File: config.mk
export PLATFORM = sky130hd
export DESIGN_NAME = psfb_modulator
export DESIGN_NICKNAME = d
export VERILOG_FILES = /design/src/rtl/psfb_pkg.sv /design/src/rtl/psfb_timer.sv /design/src/rtl/psfb_event_sel.sv /design/src/rtl/psfb_leg_ctrl.sv /design/src/rtl/psfb_gate.sv /design/src/rtl/psfb_modulator.sv
export SDC_FILE = /design/constraint.sdc
export NUM_CORES = 1
export LEC_CHECK = 0
export BUFFER_PORTS_ARGS = -buffer_cell sky130_fd_sc_hd__buf_2
export CORE_MARGIN = 1
export CORE_UTILIZATION = 50
export DETAILED_ROUTE_END_ITERATION = 10
export PLACE_DENSITY_LB_ADDON = 0.25
export SETUP_SLACK_MARGIN = 0.15
export SLEW_MARGIN = 0
export SYNTH_ARGS = -nofsm -noshare
export SYNTH_HDL_FRONTEND = slang
export SYNTH_SLANG_ARGS = --single-unit
export TNS_END_PERCENT = 100
File: constraint.sdc
create_clock -name clk -period 2.97 [get_ports clk]
set_input_delay 0.297 -clock clk [delete_from_list [all_inputs] [get_ports clk]]
set_output_delay 0.297 -clock clk [all_outputs]
set_load 0.03 [all_outputs]
File: src/rtl/psfb_pkg.sv
`timescale 1ns/1ps
package psfb_pkg;

    // Leg state: positive means the high-side switch of that leg is on.
    typedef enum logic {
        LEG_NEG = 1'b0,
        LEG_POS = 1'b1
    } leg_state_t;

    // Per-cycle event classification, encoded as {frame, phase}.
    typedef enum logic [1:0] {
        EV_IDLE  = 2'b00,
        EV_PHASE = 2'b01,
        EV_FRAME = 2'b10,
        EV_BOTH  = 2'b11
    } leg_event_t;

    // Gate/output channel order shared by the ports and the gating stage.
    localparam int unsigned CH_MST_HI = 0;
    localparam int unsigned CH_MST_LO = 1;
    localparam int unsigned CH_SLV_HI = 2;
    localparam int unsigned CH_SLV_LO = 3;
    localparam int unsigned NUM_CH    = 4;

endpackage

File: src/rtl/psfb_timer.sv
`timescale 1ns/1ps
// Free-running frame counter with a shadowed compare value.
module psfb_timer #(
    parameter int unsigned CNT_W = 8
) (
    input  logic             clk,
    input  logic             rst_n,
    input  logic [CNT_W-1:0] cmp_in,
    output logic             tc,
    output logic             pwm
);
    localparam logic [CNT_W-1:0] CNT_LAST = {CNT_W{1'b1}};

    logic [CNT_W-1:0] cnt_q;
    logic [CNT_W-1:0] cmp_q;

    assign tc  = (cnt_q == CNT_LAST);
    assign pwm = (cnt_q <= cmp_q);

    always_ff @(posedge clk) begin
        if (!rst_n) begin
            cnt_q <= '0;
            cmp_q <= '0;
        end else begin
            cnt_q <= cnt_q + 1'b1;
            // New compare value lands only at the frame boundary.
            if (tc) begin
                cmp_q <= cmp_in;
            end
        end
    end
endmodule

File: src/rtl/psfb_event_sel.sv
`timescale 1ns/1ps
// Chooses the event source and finds the modulation falling edge.
module psfb_event_sel (
    input  logic clk,
    input  logic rst_n,
    input  logic bypass,
    input  logic int_tc,
    input  logic int_pwm,
    input  logic ext_sof,
    input  logic ext_phase,
    output logic frame_evt,
    output logic phase_fall
);
    logic mod_lvl;
    logic mod_q;

    assign frame_evt  = bypass ? ext_sof   : int_tc;
    assign mod_lvl    = bypass ? ext_phase : int_pwm;
    assign phase_fall = mod_q & ~mod_lvl;

    always_ff @(posedge clk) begin
        if (!rst_n) begin
            mod_q <= 1'b0;
        end else begin
            mod_q <= mod_lvl;
        end
    end
endmodule

File: src/rtl/psfb_leg_ctrl.sv
`timescale 1ns/1ps
// Master and slave leg state machines.
module psfb_leg_ctrl
    import psfb_pkg::*;
(
    input  logic clk,
    input  logic rst_n,
    input  logic frame_evt,
    input  logic phase_fall,
    output logic master_hi,
    output logic slave_hi
);
    leg_state_t mst_q, mst_n;
    leg_state_t slv_q, slv_n;
    leg_event_t ev;

    assign ev = leg_event_t'({frame_evt, phase_fall});

    // State register.
    always_ff @(posedge clk) begin
        if (!rst_n) begin
            mst_q <= LEG_NEG;
            slv_q <= LEG_NEG;
        end else begin
            mst_q <= mst_n;
            slv_q <= slv_n;
        end
    end

    // Next-state selection per event class.
    always_comb begin
        mst_n = mst_q;
        slv_n = slv_q;
        unique case (ev)
            EV_IDLE: begin
                mst_n = mst_q;
                slv_n = slv_q;
            end
            EV_PHASE: begin
                slv_n = mst_q;
            end
            EV_FRAME, EV_BOTH: begin
                mst_n = (mst_q == LEG_POS) ? LEG_NEG : LEG_POS;
                slv_n = mst_q;
            end
            default: begin
                mst_n = mst_q;
                slv_n = slv_q;
            end
        endcase
    end

    // Outputs.
    always_comb begin
        master_hi = (mst_q == LEG_POS);
        slave_hi  = (slv_q == LEG_POS);
    end
endmodule

File: src/rtl/psfb_gate.sv
`timescale 1ns/1ps
// Three-input AND per channel: raw state, global enable, delay gate.
module psfb_gate #(
    parameter int unsigned N = 4
) (
    input  logic [N-1:0] raw,
    input  logic         en,
    input  logic [N-1:0] gate_in,
    output logic [N-1:0] drv
);
    for (genvar g = 0; g < N; g++) begin : g_ch
        assign drv[g] = raw[g] & en & gate_in[g];
    end
endmodule

File: src/rtl/psfb_modulator.sv
`timescale 1ns/1ps
module psfb_modulator
    import psfb_pkg::*;
#(
    parameter int unsigned CNT_W = 8
) (
    input  logic             clk,
    input  logic             rst_n,
    input  logic [CNT_W-1:0] cmp_val,
    input  logic             out_en,
    input  logic             bypass,
    input  logic             ext_sof,
    input  logic             ext_phase,
    input  logic [3:0]       gate_in,
    output logic             raw_mst_hi,
    output logic             raw_mst_lo,
    output logic             raw_slv_hi,
    output logic             raw_slv_lo,
    output logic             drv_mst_hi,
    output logic             drv_mst_lo,
    output logic             drv_slv_hi,
    output logic             drv_slv_lo
);
    logic              int_tc;
    logic              int_pwm;
    logic              frame_evt;
    logic              phase_fall;
    logic              master_hi;
    logic              slave_hi;
    logic [NUM_CH-1:0] raw_vec;
    logic [NUM_CH-1:0] drv_vec;

    psfb_timer #(.CNT_W(CNT_W)) u_timer (
        .clk    (clk),
        .rst_n  (rst_n),
        .cmp_in (cmp_val),
        .tc     (int_tc),
        .pwm    (int_pwm)
    );

    psfb_event_sel u_evsel (
        .clk        (clk),
        .rst_n      (rst_n),
        .bypass     (bypass),
        .int_tc     (int_tc),
        .int_pwm    (int_pwm),
        .ext_sof    (ext_sof),
        .ext_phase  (ext_phase),
        .frame_evt  (frame_evt),
        .phase_fall (phase_fall)
    );

    psfb_leg_ctrl u_legs (
        .clk        (clk),
        .rst_n      (rst_n),
        .frame_evt  (frame_evt),
        .phase_fall (phase_fall),
        .master_hi  (master_hi),
        .slave_hi   (slave_hi)
    );

    always_comb begin
        raw_vec[CH_MST_HI] = master_hi;
        raw_vec[CH_MST_LO] = ~master_hi;
        raw_vec[CH_SLV_HI] = slave_hi;
        raw_vec[CH_SLV_LO] = ~slave_hi;
    end

    psfb_gate #(.N(NUM_CH)) u_gate (
        .raw     (raw_vec),
        .en      (out_en),
        .gate_in (gate_in),
        .drv     (drv_vec)
    );

    assign raw_mst_hi = raw_vec[CH_MST_HI];
    assign raw_mst_lo = raw_vec[CH_MST_LO];
    assign raw_slv_hi = raw_vec[CH_SLV_HI];
    assign raw_slv_lo = raw_vec[CH_SLV_LO];
    assign drv_mst_hi = drv_vec[CH_MST_HI];
    assign drv_mst_lo = drv_vec[CH_MST_LO];
    assign drv_slv_hi = drv_vec[CH_SLV_HI];
    assign drv_slv_lo = drv_vec[CH_SLV_LO];
endmodule

==> out/metrics.yaml <==
status: "complete, no violations"
grt_overflow: 0
dieHeight_um: 47.7
synth.most_common_cell: "dfxtp_1"
synth_top_area_cell: "dfxtp_1"
grt_pass1_wl_um: 2830
synthFlopType: "dfxtp_1"
antenna_found_initial: 0
dr_total_vias: 841
ys_seq_elements: 19
startpoint_type: "register"
crit_type: "reg2reg"
finalClockSkew_ns: 0.00850
clk_latency_ns: 0.29
yosys-top-cells-area: "dfxtp_1 36%, ha_1 11%, mux2i_1 8.6%, nor2b_1 6.0%, and2_1 3.6%"
timing.fmax_mhz: 600
swShare_pct: 26.0
synth_edf_count: 0
drtPass1Iterations: 4
hold_class: "in2reg"
grt_util_all_layers_pct: 17.7
rows: 16
critPathSlowestCell: "o31a_2"
drt_iter0_drc: 7
cts_tree: "done"
via_per_inst: 5.13
clockBufferDepth: 2
cts-resized-gates: 0
area_delta_synth_final_pct: 17.0
avgSynthCellArea_um2: 9.48
slew_violations: 0
clk_pin_slew_ns: 0.11
drive_above_1_share_pct: 25.5
yosysSeqAreaShare_pct: 36.5
yosys_warnings: 0
wire_per_inst_um: 11.5
finalSetupTns_ns: 0
place_ws_ns: 1.35
initial_core_util_pct: 53.1
crit_arrival_ns: 1.87
diodes: 0
hold_violations: 0
intPower_uw: 344
synth_common_cells: "19 x dfxtp_1, 10 x inv_1, 10 x nor2b_1, 9 x ha_1, 9 x mux2i_1"
syn_inst: 110
crit_chain: "inv_1, ha_1, nor2b_1, o211ai_1, a21oi_1, o31a_2, mux2i_1"
place.gp.congestion: 0.826
power_frac_seq_pct: 57.6
dieArea_um2: 2270
cts_root_buf: "clkbuf_4"
fin_nets: 165
holdWs_ns: 0.257
numCtsBuffers: 3
grt_pass1_vias: 680
num_io_pins: 26
setup_violations: 0
hold_buffers: 0
syn_nets: 137
synthArstFlopShare_pct: 0
power.total_uw: 464
leakagePower_nw: 0.516
port-buffer-count: 25
path_buf_inv: 1
fin_crit_ns: 1.67
coreArea_um2: 1960
worst_slack_ns: 1.30
dp_hpwl_um: 1430
synth_cell_types: 29
maxSlewHeadroom_pct: 78.1
drc: 0
cts_num_sinks: 19
synthDominantCellAreaShare_pct: 36.5
power_frac_comb_pct: 14.9
crit_required_ns: 3.17
cts_max_level: 1
ant_nets: 0
cts_setup_buffers: 0
cap_violations: 0
grt_max_degree: 21
fp.dieW_um: 47.7
clkPwrFrac_pct: 27.5
cp_top_family: "compound AO/OA/AOI/OAI gates"
ir_drop_uv: 366
power_density_nw_per_um2: 381
routed_wl_um: 1880
p_sw_uw: 121
endpoint_kind: "register"
grt_setup_unrepaired: "false"
worstPathMaxFanout: 2
fin_crit_sh_pct: 56.1
cpPeakStageDelay_ns: 0.36
synth_area_um2: 1040
worst_slew_pin_slew_ns: 0.328
path summary, 6_finish.rpt:
path,start,end,slack (ns),cells past startpoint
setup reg to reg,u_timer.cmp_q[1],u_legs.slave_hi,1.30,7
setup / recovery,u_timer.cmp_q[1],u_legs.slave_hi,1.30,7
hold / removal,cmp_val[4],u_timer.cmp_q[4],0.26,3
hold reg to reg,u_legs.master_hi,u_legs.slave_hi,0.49,2
through the flow:
stage | instances | instance area (um2) | util, %
4_1_cts | 164 | 1220 | 62.2
5_1_grt | 164 | 1220 | 62.2
6_report | 164 | 1220 | 62.2
3_5_place_dp | 160 | 1190 | 60.8
2_1_floorplan | 110 | 1040 | -
3_3_place_gp | 160 | 1190 | 60.8
state kept, by name, summed over array words and instances, names as in the netlist:
name	count
u_timer.cmp_q	8
u_timer.cnt_q	8
u_evsel.mod_q	1
u_legs.master_hi	1
u_legs.slave_hi	1
layer usage:
metal | global-route usage [%] | wire length [um]
met1 | 22.1 | 894
met2 | 30.1 | 888
met3 | 2.64 | 80
met4 | 7.78 | 15
met5 | 0 | 0
power by group through the flow:
stage               sequential [mW]  clock (mW)  combinational, mW
finish                        0.267       0.128             0.0693
global route                  0.268       0.146             0.0759
CTS                           0.267       0.133             0.0694
detailed placement            0.273           0             0.0689
global placement              0.273           0             0.0675
floorplan                     0.275           0             0.0429
worst reg2reg max path: stages, from the launching register on:
cell and delay, ns:
dfxtp_1 0.35, inv_1 0.05, ha_1 0.30, nor2b_1 0.14, o211ai_1 0.16, a21oi_1 0.10
o31a_2 0.36, mux2i_1 0.11
area by class of cell:
class | count | area [um2]
fillers | 188 | 742
clock buffers | 3 | 22.5
multi-input cells | 79 | 616
clock inverters | 1 | 5.00
inverters | 10 | 37.5
well taps | 27 | 33.8
flip-flops and latches | 19 | 380
repair buffers | 25 | 125
logic make-up after synthesis:
| logic type | count (synthesis) | synth area share, % |
|---|---|---|
| muxes | 9 | 8.64 |
| buffers and inverters | 12 | 4.44 |
| xor gates and xnor gates | 5 | 4.20 |
| and+or+nand+nor | 41 | 24.4 |
| AOI/OAI and AO/OA | 15 | 11.0 |
| DFF | 19 | 36.5 |
| adders and majority gates | 9 | 10.8 |
cell usage in the layout, fill, tap and decap left out, drive strengths merged:
master / netlist / layout
a21boi: 2 / 2
o31ai: 1 / 1
o311a: 1 / 1
and2: 6 / 6
nor2: 3 / 3
nor2b: 10 / 10
clkbuf: 1 / 3
nand2: 6 / 6
o311ai: 1 / 1
inv: 10 / 10
nand4: 3 / 3
o31a: 1 / 1
nand3: 4 / 4
clkinv: 0 / 1
mux2i: 9 / 9
o211ai: 2 / 2
or3: 2 / 2
xor2: 1 / 1
nand2b: 2 / 2
xnor2: 4 / 4
dfxtp: 19 / 19
buf: 1 / 25
o21ai: 3 / 3
ha: 9 / 9
and3: 5 / 5
a21oi: 4 / 4
Power figures use the tool's default switching activity.
